==> src/rtl/gpt_pkg.sv <==
// Shared constants for the interval/wall-clock timer.
// Assumes a 4-bit word address and status bit 0 = timeout, bit 1 = match.
package gpt_pkg;
    localparam int ADDR_W = 4;
    localparam int CFG_W  = 3;
    localparam int MODE_W = 2;
    localparam int ST_W   = 2;

    localparam logic [ADDR_W-1:0] A_CFG   = 4'd0;
    localparam logic [ADDR_W-1:0] A_MODE  = 4'd1;
    localparam logic [ADDR_W-1:0] A_CTRL  = 4'd2;
    localparam logic [ADDR_W-1:0] A_LOAD  = 4'd3;
    localparam logic [ADDR_W-1:0] A_MATCH = 4'd4;
    localparam logic [ADDR_W-1:0] A_RIS   = 4'd5;
    localparam logic [ADDR_W-1:0] A_IMR   = 4'd6;
    localparam logic [ADDR_W-1:0] A_ICR   = 4'd7;
    localparam logic [ADDR_W-1:0] A_COUNT = 4'd8;

    localparam logic [CFG_W-1:0]  CFG_TIMER = 3'd0;
    localparam logic [CFG_W-1:0]  CFG_RTC   = 3'd1;
    localparam logic [MODE_W-1:0] MODE_ONE  = 2'd1;
    localparam logic [MODE_W-1:0] MODE_PER  = 2'd2;

    localparam int ST_TO  = 0;
    localparam int ST_MAT = 1;
endpackage

==> src/rtl/gpt_sync.sv <==
// Brings the asynchronous wall-clock reference into the system domain
// through STAGES flops and emits a one-cycle pulse on its rising edge.
// Assumes the reference is much slower than clk.
module gpt_sync #(
    parameter int STAGES = 2
) (
    input  logic clk,
    input  logic rst_n,
    input  logic async_i,
    output logic rise_o
);
    logic [STAGES-1:0] chain_q;
    logic              last_q;

    // Shift the raw input through the synchronizer chain.
    always_ff @(posedge clk) begin
        if (!rst_n) chain_q <= '0;
        else        chain_q <= {chain_q[STAGES-2:0], async_i};
    end

    // Remember the previous synchronized level for edge detection.
    always_ff @(posedge clk) begin
        if (!rst_n) last_q <= 1'b0;
        else        last_q <= chain_q[STAGES-1];
    end

    assign rise_o = chain_q[STAGES-1] & ~last_q;
endmodule

==> src/rtl/gpt_regs.sv <==
// Register bank: holds configuration, control, start/compare values,
// mask and sticky status; produces the count-load strobe.
// Assumes one write per cycle; status set wins over clear.
module gpt_regs
    import gpt_pkg::*;
#(
    parameter int DW = 32
) (
    input  logic              clk,
    input  logic              rst_n,
    input  logic              wr_en,
    input  logic [ADDR_W-1:0] addr,
    input  logic [DW-1:0]     wdata,
    input  logic [DW-1:0]     count_i,
    input  logic              ev_to_i,
    input  logic              ev_match_i,
    input  logic              done_i,
    output logic [DW-1:0]     rdata,
    output logic [CFG_W-1:0]  cfg_o,
    output logic [MODE_W-1:0] mode_o,
    output logic              en_o,
    output logic              stall_en_o,
    output logic [DW-1:0]     load_o,
    output logic [DW-1:0]     cmp_o,
    output logic [ST_W-1:0]   ris_o,
    output logic [ST_W-1:0]   imr_o,
    output logic              strobe_o,
    output logic [DW-1:0]     strobe_val_o
);
    logic [ST_W-1:0] set_v, clr_v;
    logic            wr_ctrl, wr_load;

    assign wr_ctrl = wr_en && (addr == A_CTRL);
    assign wr_load = wr_en && (addr == A_LOAD);
    assign set_v   = {ev_match_i, ev_to_i};
    assign clr_v   = (wr_en && addr == A_ICR) ? wdata[ST_W-1:0] : '0;

    // Start on arming, or restart on a start-value write in wall-clock mode.
    assign strobe_o     = (wr_ctrl && wdata[0] && !en_o) ||
                          (wr_load && en_o && cfg_o == CFG_RTC);
    assign strobe_val_o = wr_load ? wdata : load_o;

    // Configuration words, locked while the timer is enabled.
    always_ff @(posedge clk) begin
        if (!rst_n) begin
            cfg_o  <= '0;
            mode_o <= '0;
        end else if (wr_en && !en_o) begin
            if (addr == A_CFG)  cfg_o  <= wdata[CFG_W-1:0];
            if (addr == A_MODE) mode_o <= wdata[MODE_W-1:0];
        end
    end

    // Control bits; single-shot completion drops enable.
    always_ff @(posedge clk) begin
        if (!rst_n) begin
            en_o       <= 1'b0;
            stall_en_o <= 1'b0;
        end else if (wr_ctrl) begin
            en_o       <= wdata[0];
            stall_en_o <= wdata[1];
        end else if (done_i) begin
            en_o       <= 1'b0;
        end
    end

    // Data words: start value, compare value and interrupt mask.
    always_ff @(posedge clk) begin
        if (!rst_n) begin
            load_o <= '0;
            cmp_o  <= '0;
            imr_o  <= '0;
        end else if (wr_en) begin
            if (addr == A_LOAD)  load_o <= wdata;
            if (addr == A_MATCH) cmp_o  <= wdata;
            if (addr == A_IMR)   imr_o  <= wdata[ST_W-1:0];
        end
    end

    // Sticky status with write-one-to-clear; a new event wins.
    always_ff @(posedge clk) begin
        if (!rst_n) ris_o <= '0;
        else        ris_o <= (ris_o & ~clr_v) | set_v;
    end

    // Read multiplexer.
    always_comb begin
        rdata = '0;
        case (addr)
            A_CFG:   rdata[CFG_W-1:0]  = cfg_o;
            A_MODE:  rdata[MODE_W-1:0] = mode_o;
            A_CTRL:  rdata[1:0]        = {stall_en_o, en_o};
            A_LOAD:  rdata             = load_o;
            A_MATCH: rdata             = cmp_o;
            A_RIS:   rdata[ST_W-1:0]   = ris_o;
            A_IMR:   rdata[ST_W-1:0]   = imr_o;
            A_COUNT: rdata             = count_i;
            default: rdata             = '0;
        endcase
    end

    // operation word cannot change while armed.
    p_cfg_locked_r2: assert property (@(posedge clk) disable iff (!rst_n)
        (en_o && wr_en && addr == A_CFG) |=> $stable(cfg_o));
    // single-shot completion disarms the timer.
    p_oneshot_disarm_r4: assert property (@(posedge clk) disable iff (!rst_n)
        (done_i && !wr_ctrl) |=> !en_o);
    // a clear without a coincident event removes the timeout flag.
    p_clear_to_r10: assert property (@(posedge clk) disable iff (!rst_n)
        (wr_en && addr == A_ICR && wdata[ST_TO] && !ev_to_i) |=> !ris_o[ST_TO]);
endmodule

==> src/rtl/gpt_counter.sv <==
// The shared counter: counts down in timeout operation, up on reference
// edges in wall-clock operation, and raises timeout/match events.
// Assumes strobe has priority over any counting in the same cycle.
module gpt_counter
    import gpt_pkg::*;
#(
    parameter int DW = 32
) (
    input  logic              clk,
    input  logic              rst_n,
    input  logic              en_i,
    input  logic [CFG_W-1:0]  cfg_i,
    input  logic [MODE_W-1:0] mode_i,
    input  logic              stall_i,
    input  logic              stall_en_i,
    input  logic [DW-1:0]     load_i,
    input  logic [DW-1:0]     cmp_i,
    input  logic              tick_i,
    input  logic              strobe_i,
    input  logic [DW-1:0]     strobe_val_i,
    output logic [DW-1:0]     count_o,
    output logic              ev_to_o,
    output logic              ev_match_o,
    output logic              done_o
);
    logic          frozen, timer_mode, rtc_mode, at_zero, run;
    logic [DW-1:0] up_val;

    assign frozen     = stall_i && stall_en_i;
    assign timer_mode = (cfg_i == CFG_TIMER) && (mode_i == MODE_ONE || mode_i == MODE_PER);
    assign rtc_mode   = (cfg_i == CFG_RTC);
    assign at_zero    = (count_o == '0);
    assign run        = en_i && !frozen && !strobe_i;
    assign up_val     = count_o + 1'b1;

    assign ev_to_o    = run && timer_mode && at_zero;
    assign done_o     = ev_to_o && (mode_i == MODE_ONE);
    assign ev_match_o = run && rtc_mode && tick_i && (up_val == cmp_i);

    // Count update: load, then down-count / reload, or reference-driven up-count.
    always_ff @(posedge clk) begin
        if (!rst_n) begin
            count_o <= '0;
        end else if (strobe_i) begin
            count_o <= strobe_val_i;
        end else if (en_i && !frozen) begin
            if (timer_mode) begin
                if (!at_zero)               count_o <= count_o - 1'b1;
                else if (mode_i == MODE_PER) count_o <= load_i;
            end else if (rtc_mode && tick_i) begin
                count_o <= up_val;
            end
        end
    end

    // a load strobe places its value in the count.
    p_start_load_r3: assert property (@(posedge clk) disable iff (!rst_n)
        strobe_i |=> count_o == $past(strobe_val_i));
    // a running countdown steps by exactly one.
    p_down_step_r5: assert property (@(posedge clk) disable iff (!rst_n)
        (run && timer_mode && !at_zero) |=> count_o == $past(count_o) - 1'b1);
    // a reference edge in wall-clock mode steps up by one.
    p_up_step_r6: assert property (@(posedge clk) disable iff (!rst_n)
        (run && rtc_mode && tick_i) |=> count_o == $past(count_o) + 1'b1);
    // an honoured stall holds the count.
    p_stall_hold_r12: assert property (@(posedge clk) disable iff (!rst_n)
        (frozen && !strobe_i) |=> $stable(count_o));
endmodule

==> src/rtl/gp_timer32.sv <==
// Top of the interval/wall-clock timer: synchronizer, register bank and
// counter; drives raw flags and the masked interrupt.
// Assumes rtc_clk_i is asynchronous and slow relative to clk.
module gp_timer32
    import gpt_pkg::*;
#(
    parameter int CNT_W     = 32,
    parameter int SYNC_DEPTH = 2
) (
    input  logic              clk,
    input  logic              rst_n,
    input  logic              wr_en,
    input  logic [ADDR_W-1:0] addr,
    input  logic [CNT_W-1:0]  wdata,
    output logic [CNT_W-1:0]  rdata,
    input  logic              rtc_clk_i,
    input  logic              stall_i,
    output logic              timeout_o,
    output logic              match_o,
    output logic              irq_o
);
    logic              tick, en, stall_en, strobe, ev_to, ev_match, done;
    logic [CFG_W-1:0]  cfg;
    logic [MODE_W-1:0] mode;
    logic [CNT_W-1:0]  load, cmp, count, strobe_val;
    logic [ST_W-1:0]   ris, imr;

    gpt_sync #(.STAGES(SYNC_DEPTH)) u_sync (
        .clk(clk), .rst_n(rst_n), .async_i(rtc_clk_i), .rise_o(tick)
    );

    gpt_regs #(.DW(CNT_W)) u_regs (
        .clk(clk), .rst_n(rst_n), .wr_en(wr_en), .addr(addr), .wdata(wdata),
        .count_i(count), .ev_to_i(ev_to), .ev_match_i(ev_match), .done_i(done),
        .rdata(rdata), .cfg_o(cfg), .mode_o(mode), .en_o(en),
        .stall_en_o(stall_en), .load_o(load), .cmp_o(cmp), .ris_o(ris),
        .imr_o(imr), .strobe_o(strobe), .strobe_val_o(strobe_val)
    );

    gpt_counter #(.DW(CNT_W)) u_cnt (
        .clk(clk), .rst_n(rst_n), .en_i(en), .cfg_i(cfg), .mode_i(mode),
        .stall_i(stall_i), .stall_en_i(stall_en), .load_i(load), .cmp_i(cmp),
        .tick_i(tick), .strobe_i(strobe), .strobe_val_i(strobe_val),
        .count_o(count), .ev_to_o(ev_to), .ev_match_o(ev_match), .done_o(done)
    );

    assign timeout_o = ris[ST_TO];
    assign match_o   = ris[ST_MAT];
    assign irq_o     = |(ris & imr);

    // a match event is recorded on the next edge.
    p_match_flag_r7: assert property (@(posedge clk) disable iff (!rst_n)
        ev_match |=> match_o);
endmodule

==> config.mk <==
export PLATFORM = sky130hd
export DESIGN_NAME = gp_timer32
export DESIGN_NICKNAME = d
export VERILOG_FILES = /design/src/rtl/gpt_pkg.sv /design/src/rtl/gpt_sync.sv /design/src/rtl/gpt_regs.sv /design/src/rtl/gpt_counter.sv /design/src/rtl/gp_timer32.sv
export SDC_FILE = /design/constraint.sdc
export NUM_CORES = 1
export LEC_CHECK = 0
export BUFFER_PORTS_ARGS = -buffer_cell sky130_fd_sc_hd__buf_2
export CAP_MARGIN = 20
export CORE_MARGIN = 1
export CORE_UTILIZATION = 40
export CTS_CLUSTER_DIAMETER = 40
export DETAILED_ROUTE_END_ITERATION = 16
export PLACE_DENSITY = 0.59
export SLEW_MARGIN = 25
export SYNTH_ARGS = -nofsm -noshare
export SYNTH_HDL_FRONTEND = slang
export SYNTH_HIERARCHICAL = 1
export SYNTH_SLANG_ARGS = --single-unit
==> constraint.sdc <==
create_clock -name clk -period 7.1 [get_ports clk]
set_input_delay 0.355 -clock clk [delete_from_list [all_inputs] [get_ports clk]]
set_output_delay 0.355 -clock clk [all_outputs]
set_load 0.02 [all_outputs]
After elaboration in Yosys (flattened, before gate mapping). Index checks and enable logic that the tools add are counted. W data, S select, Z words.

Eq/ne operators: 13. Bitwise logic cells: 6. Muxes and demuxes: 13. Add/sub/neg operators: 2. Div/mod/pow operators: 0. Shifts and indexed selects: 0. Reduce and logical (&&, ||, !) cells: 37. $lt $le $gt $ge: 0. $mul: 0.

Operators by type and width (count): $mux W32 (7); $pmux W29 S3 (1); $add A32 B1 Y32 const B (1); $eq A32 B32 Y1 (1); $logic_not A32 Y1 (1); $sub A32 B1 Y32 const B (1); $logic_and A1 B1 Y1 (19); $eq A4 B3 Y1 const B (4); $pmux W2 S8 (1); $reduce_and A2 Y1 (5); $eq A4 B2 Y1 const B (2); $and A2 B2 Y2 (2); $eq A4 B1 Y1 const B (1); $eq A4 B4 Y1 const B (1); $logic_not A4 Y1 (1); $ne A4 B3 Y1 const B (1); $pmux W1 S4 (1); $reduce_bool A2 Y1 (2); $eq A3 B1 Y1 const B (1); $logic_not A1 Y1 (3); $logic_not A3 Y1 (1); $reduce_and A3 Y1 (1); $reduce_bool A3 Y1 (1); $eq A2 B1 Y1 const B (1); other kinds (9) (11).

Bits in latches: 0. Memories: 0. RAM bits: 0. Memory bits (read-only): 0. Register bits after elaboration: 110.

Logic depth before layout (Yosys ltp). Gate-level depths: netlist of the first run.

Depth in word-level cells: 12. Depth in mapped cells: 12. Mapped depth without buffers: 10.

Hierarchy. The synthesis of the first run kept the hierarchy.

Modules (own cells, without submodules): gpt_counter (cells each 651, area each 4461.8 sq um, instances 1); gpt_regs (cells each 484, area each 3706.1 sq um, instances 1); gpt_sync (cells each 7, area each 92.6 sq um, instances 1); gp_timer32 (cells each 1, area each 8.8 sq um, instances 1).

Worst setup path before layout of the first run. No wires, ideal clock.

Path kind: reg2reg. Start point: register u_cnt.count_o[5]. End point: register u_regs.ris_o[1]. Data required time: 7.030 ns. Buffers on the path: 2. Cell stages (with the launch flop): 12. Library setup time: 0.070 ns. Clock period less this slack: 2.449 ns. Path slack: 4.651 ns. Arrival: 2.379 ns. Path through: dfxtp_1 buf_4 nand3_4 or3_1 buf_2 nor3_2 a21oi_1 a2111oi_2 nand3_1 nor4_1 inv_1 a21oi_1.

Longest elaborated chain between the ends: 4.

Ends and longest elaborated chain: start, declared (line gpt_counter.sv:21) `output logic [DW-1:0] count_o,`; start signal, assigned (line gpt_counter.sv:45) `count_o <= strobe_val_i;`; start signal, assigned (line gpt_counter.sv:48) `if (!at_zero) count_o <= count_o - 1'b1;`; start signal, assigned (line gpt_counter.sv:49) `else if (mode_i == MODE_PER) count_o <= load_i;`; $add A32 B1 Y32 (line gpt_counter.sv:34) `assign up_val = count_o + 1'b1;`; $eq A32 B32 Y1 (line gpt_counter.sv:38) `assign ev_match_o = run && rtc_mode && tick_i && (up_val == cmp_i);`; $logic_and A1 B1 Y1 (line gpt_counter.sv:38); via ev_match (line gp_timer32.sv:22) `logic tick, en, stall_en, strobe, ev_to, ev_match, done;`; $or A2 B2 Y2 (line gpt_regs.sv:83) `else ris_o <= (ris_o & ~clr_v) | set_v;`; end signal, assigned (line gpt_regs.sv:83); end, declared (line gpt_regs.sv:25) `output logic [ST_W-1:0] ris_o,`.

The timed path passes the listed nets, and every way through them passes these cells. A chain may end at the register's enable or synchronous reset.

Final worst setup path of the first run.
Start point: input port addr[0]. End point: register u_cnt.count_o[16].

Longest elaborated chain between the ends: 7. Elaborated cells between the ends (all ways): 15. Those cells by class: eq/ne (3); mux (2); reduce/logical (10).

Ends and longest elaborated chain: start, declared (line gp_timer32.sv:13) `input logic [ADDR_W-1:0] addr,`; $eq A4 B2 Y1 (on tied branches) (line gpt_regs.sv:33, gpt_regs.sv:34); $logic_and A1 B1 Y1 (on tied branches) (line gpt_regs.sv:33, gpt_regs.sv:34); $logic_and A1 B1 Y1 (on tied branches) (2 in a row) (line gpt_regs.sv:39, gpt_regs.sv:40); $logic_or A1 B1 Y1 (*) (line gpt_regs.sv:39) `assign strobe_o = (wr_ctrl && wdata[0] && !en_o) ||`; via strobe (line gp_timer32.sv:22); $ne A4 B3 Y1 (no line), or another cell as far along; $reduce_and A3 Y1 (no line).

Mark *: on every way through the listed nets, which the timed path passes. The rest lies on a longest branch.

==> results of run 1 <==
final cells by class:
class	count	share of cell area (%)
clock inverter	6	0.7904
clock buffer	10	2.583
inverter	52	2.202
tap	270	3.811
multi-input combinational	862	60.35
sequential	110	24.84
timing repair buffer	89	5.420
worst max path at each step:
| stage | cells after the start | startpoint | endpoint |
|---|---|---|---|
| after floorplan | 11 | u_cnt/count_o[5]$_SDFFE_PN0P_ | u_regs/ris_o[1]$_SDFF_PN0_ |
| after global placement | 10 | addr[0] | u_cnt/count_o[16]$_SDFFE_PN0P_ |
| after detailed placement | 10 | addr[0] | u_cnt/count_o[16]$_SDFFE_PN0P_ |
| after CTS | 10 | addr[0] | u_cnt/count_o[16]$_SDFFE_PN0P_ |
| after global routing | 10 | addr[0] | u_cnt/count_o[16]$_SDFFE_PN0P_ |
| final | 10 | addr[0] | u_cnt/count_o[16]$_SDFFE_PN0P_ |
cell families (layout without fill, tap and decap cells):
kind of cell             count (synthesis)  after routing
AND/OR/NAND/NOR                        397            397
AO/OA/AOI/OAI                          396            396
buffers and inverters                  171            157
flip-flops                             110            110
XOR/XNOR                                56             56
multiplexers                             8              8
adder cells (fa/ha/maj)                  5              5
flip-flops by register name, indices dropped and copies added (netlist names):
name / flops
u_regs/mode_o: 2
u_regs/stall_en_o: 1
u_regs/cmp_o: 32
u_sync/chain_q: 2
u_sync/last_q: 1
u_regs/cfg_o: 3
u_regs/load_o: 32
u_regs/en_o: 1
u_regs/imr_o: 2
u_regs/ris_o: 2
u_cnt/count_o: 32
cells in the final DEF (no fill, tap or decap), types with 24 or more instances in the layout:
cell / Yosys / final
a21oi_1: 118 / 118
dfxtp_1: 110 / 110
o21ai_0: 107 / 106
inv_1: 50 / 48
a222oi_1: 29 / 29
o21ai_1: 24 / 24
nor3_1: 36 / 35
buf_2: 38 / 75
nand3_1: 100 / 100
nand2_1: 89 / 89
xnor2_1: 38 / 38
nor2_1: 46 / 45
layer usage:
layer  up-vias  track usage, %
li1       4224               -
met3        37           3.417
met2       320           41.03
met4         0           7.579
met1      4196           35.62
met5         -               0
worst max-delay path: stages:
cell	delay [ns]
buf_2	0.39
and4bb_2	0.28
buf_4	0.53
nand4_1	0.26
o21ai_4	0.10
buf_4	0.44
clkinv_1	0.96
nand2_2	0.53
a211oi_1	0.11
nor4b_2	0.27
where the power goes:
part	internal [mW]	total (mW)	switching, mW
Combinational	0.0509	0.171	0.120
Clock	0.277	0.535	0.259
Sequential	0.624	0.634	0.0104
synth_stat cells, types with 8 or more instances:
| cell | n |
|---|---|
| nand3_1 | 100 |
| buf_2 | 38 |
| and2_1 | 8 |
| o22ai_1 | 9 |
| dfxtp_1 | 110 |
| o221ai_1 | 9 |
| xor2_1 | 17 |
| nor3_1 | 36 |
| nor2_1 | 46 |
| o21ai_0 | 107 |
| nand2_1 | 89 |
| o21a_1 | 8 |
| a211oi_1 | 10 |
| buf_1 | 9 |
| clkbuf_1 | 61 |
| xnor2_1 | 38 |
| or3_1 | 17 |
| a21oi_1 | 118 |
| nand4_1 | 22 |
| a222oi_1 | 29 |
| nor4_1 | 24 |
| o211ai_1 | 9 |
| a31oi_1 | 9 |
| inv_1 | 50 |
| o21ai_1 | 24 |
==> reports/results.tsv, run 1 <==
metric	value	unit
Synth Area in Simple Gates	25.99	%
Cell Count, Final, Fillers Out	1399	
HP Class	input port to flip-flop	
number of fillers in the final layout	2114	
Clock Skews	0.01059	ns
Slew @ Worst Pin	1.034	ns
met3 WL	1.705	mm
initial core utilization	40.87	%
R2R Path End	u_regs/ris_o[1]$_SDFF_PN0_	
Die X-Extent	145.8	um
post-synthesis xor/xnor area fraction	6.098	%
Hold Path Depth	2	
dpl cells	1383	
fmax	251.8	MHz
CP Capture Type	flip-flop	
initial antenna violation count	0	
top routing layer used	met4	
Worst Hold Launch	rtc_clk_i	
# DRC	0	
first-pass GRT wire length	43.93	mm
worst vdd ir	0.1101	mV
Finish-stage setup viols	0	
fin area	0.008865	mm2
Crit path arrival time	4.25	ns
post-synth top area cell	dfxtp_1	
final hold vios	0	
Tmin final	3.971	ns
overall power	1.340	mW
port bufs	75	
Ports	76	
fin crit share	55.93	%
Hold Buf Count CTS	0	
FFs w/ async S/R, synth	0	%
headroom to the max-slew limit	30.65	%
Layout Utilization	43.81	%
GRT Resource Usage Total	25.60	%
mux cell area share after synthesis	1.014	%
Setup WS pre-CTS	3.231	ns
Mapped Area	0.008269	mm2
top-area cell type share of the netlist area	26.63	%
post-route ant nets	0	
Area Overhead vs Synth	7.202	%
final worst slack	3.129	ns
r2r startpoint	u_cnt/count_o[0]$_SDFFE_PN0P_	
# resized after CTS	0	
placement-stage cell area	0.008563	mm2
layout cell share with drive strength beyond 1	12.58	%
Reg area	0.002202	mm2
Nets	1170	
vias	8777	
worst hold slack	0.1894	ns
Num CTS Buffers	9	
RSZ-0062 raised after global routing	false	
CTS HTree Levels	3	
element type at the critical path start	input port	
Lkg Pwr	3.398	nW
R2R Setup Slk	3.53	ns
GP Congestion	0.8715	
crit-path max FO	63	
Compound-Gate Fraction of Synth Area	30.40	%
CTS sink count	110	
DR vias/cell	6.274	
R2R depth	10	
row cnt	52	
Ys Warns	6	
Most used DFF post-synth	dfxtp_1	
CTS tree	done	
worst skew pair latency	0.36	ns
PD cells	151.2	mW/mm2
Syn Nets	1189	
largest cells by area after synthesis	dfxtp_1 (27%), a21oi_1 (7.1%), o21ai_0 (6.5%)	
die height	145.8	um
CTS root buffer	clkbuf_16	
EDFF count, synth	0	
WL final	27.71	mm
ANT cells	0	
run status	completed	
Adder-Cell Fraction of Synth Area	0.7565	%
flops & latches, synth	110	
drt pass-1 iters	6	
footprint of the multi-input gates	0.005350	mm2
largest family of logic cells by synthesized area	compound AO/OA/AOI/OAI gates	
Post-CTS Setup Bufs	0	
Mapped Cells	1143	
post-synth cell types	83	
Worst Path Required	7.38	ns
pin count of the biggest net entering global routing	76	
Hold EP	u_sync/chain_q[0]$_SDFF_PN0_	
Setup TNS Final	0	ns
Pins Over Slew Limit	0	
gr ovfl total	0	
CP Class	input port to flip-flop	
Clock transition at path regs	0.08	ns
Initial DRC Count	983	
max_cap viols	0	
Clock Tree Buf Depth	2	
metal2 WL	12.54	mm
full die area	0.02125	mm2
syn avg cell area	7.235	um2
DR WL/cell	19.81	um
Core ar.	0.02023	mm2
vias in the first global route	7875	
register area share after synthesis	26.63	%
dpl hpwl	17.81	mm
met1 WL	12.95	mm
Power figures use the tool's default switching activity.
==> run 2: changes to the inputs <==
clock period = 3.7 ns   (was 7.1 ns; I/O delays follow)
==> run 2 against run 1 <==
- sequential share of layout area decreased by 0.63 points
- wire length increased by 4.0%
- via count increased by 2.3%
- setup slack got worse by 2.6 ns
- cell area increased by 2.6%
- clock skew increased by 0.0021 ns
- global-route usage increased by 1.4 points
- largest cell class unchanged
==> reports/results.tsv, run 2 (synthesis results as in run 1) <==
metric	value	unit
# DRC	0	
WL final	28.82	mm
max_cap viols	0	
worst vdd ir	0.1760	mV
Num CTS Buffers	9	
HP Class	input port to flip-flop	
Post-CTS Setup Bufs	0	
headroom to the max-slew limit	41.95	%
Nets	1198	
initial antenna violation count	0	
ANT cells	0	
Worst path slowest cell	nor4_1	
final worst slack	0.5671	ns
# resized after CTS	0	
Worst Path Required	3.99	ns
Crit path arrival time	3.43	ns
post-route ant nets	0	
Setup TNS Final	0	ns
PD cells	292.5	mW/mm2
Clock Tree Buf Depth	2	
vias	8980	
CP Class	flip-flop to flip-flop	
fmax	319.2	MHz
final hold vios	0	
CTS tree	done	
RSZ-0062 raised after global routing	false	
Area Overhead vs Synth	10.00	%
CTS root buffer	clkbuf_16	
Clock transition at path regs	0.08	ns
full die area	0.02125	mm2
most common cell after layout, fill and taps aside	a21oi_1	
footprint of the multi-input gates	0.005343	mm2
Tmin final	3.133	ns
dpl hpwl	19.33	mm
gr ovfl total	0	
Lkg Pwr	3.554	nW
crit-path cells	ha_1 > nand4_2 > nor4_1 > and4_1 > nor2b_1 > xnor2_1 > a21oi_1 > nor4_1 > inv_1 > a21oi_1	
GRT Resource Usage Total	27.03	%
vias in the first global route	8086	
Die X-Extent	145.8	um
GP Congestion	0.9281	
Largest stage delay, worst path	0.63	ns
port bufs	75	
Cell Count, Final, Fillers Out	1427	
DR WL/cell	20.19	um
Slew @ Worst Pin	0.8587	ns
Reg area	0.002202	mm2
fin crit share	84.67	%
Ports	76	
run status	completed	
Setup WS pre-CTS	0.5952	ns
CP Capture Type	flip-flop	
number of fillers in the final layout	2150	
CTS sink count	110	
first-pass GRT wire length	45.98	mm
Initial DRC Count	1098	
dpl cells	1411	
Pins Over Slew Limit	0	
Clock Skews	0.01273	ns
CP bufs+invs	1	
initial core utilization	40.87	%
DR vias/cell	6.293	
CTS HTree Levels	3	
die height	145.8	um
drt pass-1 iters	5	
crit-path max FO	11	
Finish-stage setup viols	0	
Top Family by Delay on Critical Path	simple AND/OR/NAND/NOR gates	
row cnt	52	
pin count of the biggest net entering global routing	76	
Largest regs	u_cnt/count_o (32), u_regs/cmp_o (32), u_regs/load_o (32)	
most frequent cells in the layout	a21oi_1 (118), dfxtp_1 (110), o21ai_0 (106)	
worst skew pair latency	0.37	ns
layout cell share with drive strength beyond 1	14.61	%
Hold Buf Count CTS	0	
Core ar.	0.02023	mm2
element type at the critical path start	flip-flop	
==> run 2: changes by cell type in the layout (fill, tap and decap cells not counted), sizes merged <==
| cell | delta |
|---|---|
| inv | +3 |
| buf | +28 |
| clkbuf | -1 |
| clkinv | -1 |
| clkinvlp | -2 |
| bufinv | +1 |
==> run 2: per-stage QoR <==
step | cell area [um2] | utilization [%] | power (mW) | hold slack (ns)
2_1_floorplan | 8269 | - | 1.456 | 0.3067
3_3_place_gp | 8768 | 43.33 | 1.581 | 0.3904
3_5_place_dp | 8768 | 43.33 | 1.583 | 0.3952
4_1_cts | 9096 | 44.95 | 2.686 | 0.004878
5_1_grt | 9096 | 44.95 | 2.757 | 0.02284
6_report | 9096 | 44.95 | 2.660 | 0.01661
==> run 2: area by class of cell <==
cell class              count  area share (%)
clock inverters             7           1.128
inverters                  52           2.146
clock buffers               9           2.476
repair buffers            117           7.593
flip-flops and latches    110           24.21
multi-input cells         862           58.73
well taps                 270           3.714
==> run 2: layer usage <==
layer	share of wire, %	global-route usage [%]	vias to the layer above
met5	0	0	-
met4	2.5	8.842	0
met3	7.2	4.577	46
met2	45	41.65	383
met1	46	38.07	4271
li1	-	-	4280
==> run 2: final timing paths <==
kind | startpoint | endpoint | slack [ns] | cells after the start
setup / recovery | u_cnt/count_o[1]$_SDFFE_PN0P_ | u_regs/ris_o[1]$_SDFF_PN0_ | 0.57 | 10
hold / removal | rtc_clk_i | u_sync/chain_q[0]$_SDFF_PN0_ | 0.02 | 2
setup reg to reg | u_cnt/count_o[1]$_SDFFE_PN0P_ | u_regs/ris_o[1]$_SDFF_PN0_ | 0.57 | 10
hold reg to reg | u_sync/chain_q[0]$_SDFF_PN0_ | u_sync/chain_q[1]$_SDFF_PN0_ | 0.43 | 1
==> run 2: report_power, final <==
group | internal (mW) | total [mW] | switching, mW
clock network | 0.603 | 1.10 | 0.496
registers | 1.20 | 1.22 | 0.0186
logic | 0.111 | 0.346 | 0.236
total | 1.91 | 2.66 | 0.750
==> run 3: changes to the inputs <==
PLACE_DENSITY = 0.62   (was 0.59)
clock period = 2.5 ns   (was 3.7 ns; I/O delays follow)
==> run 3 against run 2 <==
- register-to-register slack worse by 0.63 ns
- clock-buffer cell count unchanged
- non-clock buffer count up 119
- combinational power up 73%
- via count up 6.4%
- final cell count up 8.3%
- critical path depth unchanged
- sequential share of layout area down 3.1 points
- the flow now finishes with violations (setup timing)
- hold slack worse by 0.0094 ns
==> reports/results.tsv, run 3 (synthesis results as in run 1) <==
metric	value	unit
row cnt	52	
full die area	0.02125	mm2
DR vias/cell	6.182	
CTS sink count	110	
Critical Path Start	u_cnt/count_o[4]$_SDFFE_PN0P_	
Clock Tree Buf Depth	2	
dpl cells	1514	
gr ovfl total	0	
CP Capture Type	flip-flop	
vias in the first global route	8870	
worst vdd ir	0.3483	mV
crit-path max FO	5	
CP Capture Point	u_cnt/count_o[3]$_SDFFE_PN0P_	
CTS tree	done	
post-route ant nets	0	
port bufs	75	
R2R Path End	u_cnt/count_o[3]$_SDFFE_PN0P_	
Die X-Extent	145.8	um
element type at the critical path start	flip-flop	
initial antenna violation count	0	
Initial DRC Count	1052	
# DRC	0	
r2r startpoint	u_cnt/count_o[4]$_SDFFE_PN0P_	
RSZ-0062 raised after global routing	true	
Pins Over Slew Limit	0	
worst hold slack	0.007243	ns
Clock Skews	0.008755	ns
violated checks	setup timing	
DR WL/cell	20.01	um
final hold vios	0	
run status	complete, but fails checks	
final worst slack	-0.05934	ns
Worst Path Required	2.77	ns
footprint of the multi-input gates	0.005675	mm2
Lkg Pwr	4.312	nW
GP Congestion	0.9366	
drt pass-1 iters	8	
R2R depth	10	
HP Class	input port to flip-flop	
GRT Resource Usage Total	28.34	%
Nets	1317	
Reg area	0.002217	mm2
Setup WS pre-CTS	-0.1294	ns
CTS root buffer	clkbuf_16	
headroom to the max-slew limit	46.16	%
Tmin final	2.559	ns
Ports	76	
PD cells	368.8	mW/mm2
Finish-stage setup viols	11	
most frequent cells in the layout	buf_4 (138), a21oi_1 (111), dfxtp_1 (104)	
Largest regs	u_cnt/count_o (32), u_regs/cmp_o (32), u_regs/load_o (32)	
Core ar.	0.02023	mm2
WL final	30.94	mm
CP Class	flip-flop to flip-flop	
number of fillers in the final layout	1994	
Worst path slowest cell	or4_4	
fmax	390.7	MHz
vias	9557	
dpl hpwl	21.45	mm
Area Overhead vs Synth	26.93	%
Most common cell on crit path	buf_6	
most common cell after layout, fill and taps aside	buf_4	
fin crit share	102.4	%
Clock transition at path regs	0.08	ns
Crit path arrival time	2.83	ns
Largest stage delay, worst path	0.58	ns
pin count of the biggest net entering global routing	63	
Num CTS Buffers	9	
Slew @ Worst Pin	0.7974	ns
R2R Setup Slk	-0.06	ns
initial core utilization	40.87	%
layout cell share with drive strength beyond 1	27.19	%
crit-path cells	buf_6 > nor4_4 > nand3_2 > or4_4 > buf_12 > o21ai_4 > buf_6 > clkbuf_16 > a2111oi_0 > o21a_1	
first-pass GRT wire length	48.42	mm
worst skew pair latency	0.37	ns
Layout Utilization	51.87	%
CTS HTree Levels	3	
max_cap viols	0	
ANT cells	0	
Cell Count, Final, Fillers Out	1546	
die height	145.8	um
[run 3: cell types whose count changed in the layout (fill, tap and decap cells not counted), sizes merged]
cell	change
buf	+114
bufinv	-2
inv	+1
clkbuf	+3
clkinvlp	+1
dlygate4sd3	+2
[run 3: layer usage]
metal	GRT usage [%]	share of wire, %	vias to the layer above
li1	-	-	4526
met1	39.09	45	4557
met2	44.40	45	422
met3	4.138	7.0	52
met4	10.95	3.0	0
met5	0	0	-
[run 3: worst max-delay path: cells and delay by family, from the launching register on]
kind	cells	cell delay [ns]
AOI/OAI and AO/OA	3	0.48
and+or+nand+nor	3	1.03
DFF	1	0.36
buffers and inverters	4	0.59
[run 3: worst min-delay path by stage]
stage / startpoint / to / slack, ns / depth (start not counted)
after floorplan: rst_n / u_sync/chain_q[0]$_SDFF_PN0_ / 0.25 / 1
after global placement: rtc_clk_i / u_sync/chain_q[0]$_SDFF_PN0_ / 0.33 / 2
after detailed placement: rtc_clk_i / u_sync/chain_q[0]$_SDFF_PN0_ / 0.34 / 2
after CTS: wdata[3] / u_regs/cmp_o[3]$_SDFFE_PN0P_ / 0.002 / 3
after global routing: wdata[20] / u_regs/cmp_o[20]$_SDFFE_PN0P_ / 0.02 / 3
final: wdata[22] / u_regs/cmp_o[22]$_SDFFE_PN0P_ / 0.007 / 3
[run 3: where the power goes]
part	internal [mW]	leakage [nW]	total, mW	switching (mW)
clock network	0.705	0.138	1.48	0.779
logic	0.220	3.28	0.599	0.380
registers	1.77	0.892	1.79	0.0194
[run 3: timing repair]
item / 4_1_cts / 5_1_grt
gates cloned: 0 / 4
hold buffers: 2 / 0
setup endpoints to repair: 13 / 24
hold endpoints to repair: 2 / 0
pin swaps: 4 / 32
buffers inserted: 0 / 10
gates resized for setup: 20 / 83
[run 3: stage by stage]
step | power (mW) | instance area [um2] | setup TNS, ns
after floorplan | 2.155 | 8269 | 0
after global placement | 2.387 | 9604 | -0.1816
after detailed placement | 2.389 | 9604 | -0.2636
after CTS | 3.861 | 9997 | -0.005485
after global routing | 4.008 | 10500 | -2.860
final | 3.871 | 10500 | -0.3966
[run 3: cell type report]
class	count	share of cell area [%]
multi-input combinational	862	54.07
sequential	110	21.12
timing repair buffer	236	16.95
tap	270	3.219
clock buffer	9	2.146
inverter	52	1.860
clock inverter	7	0.6318
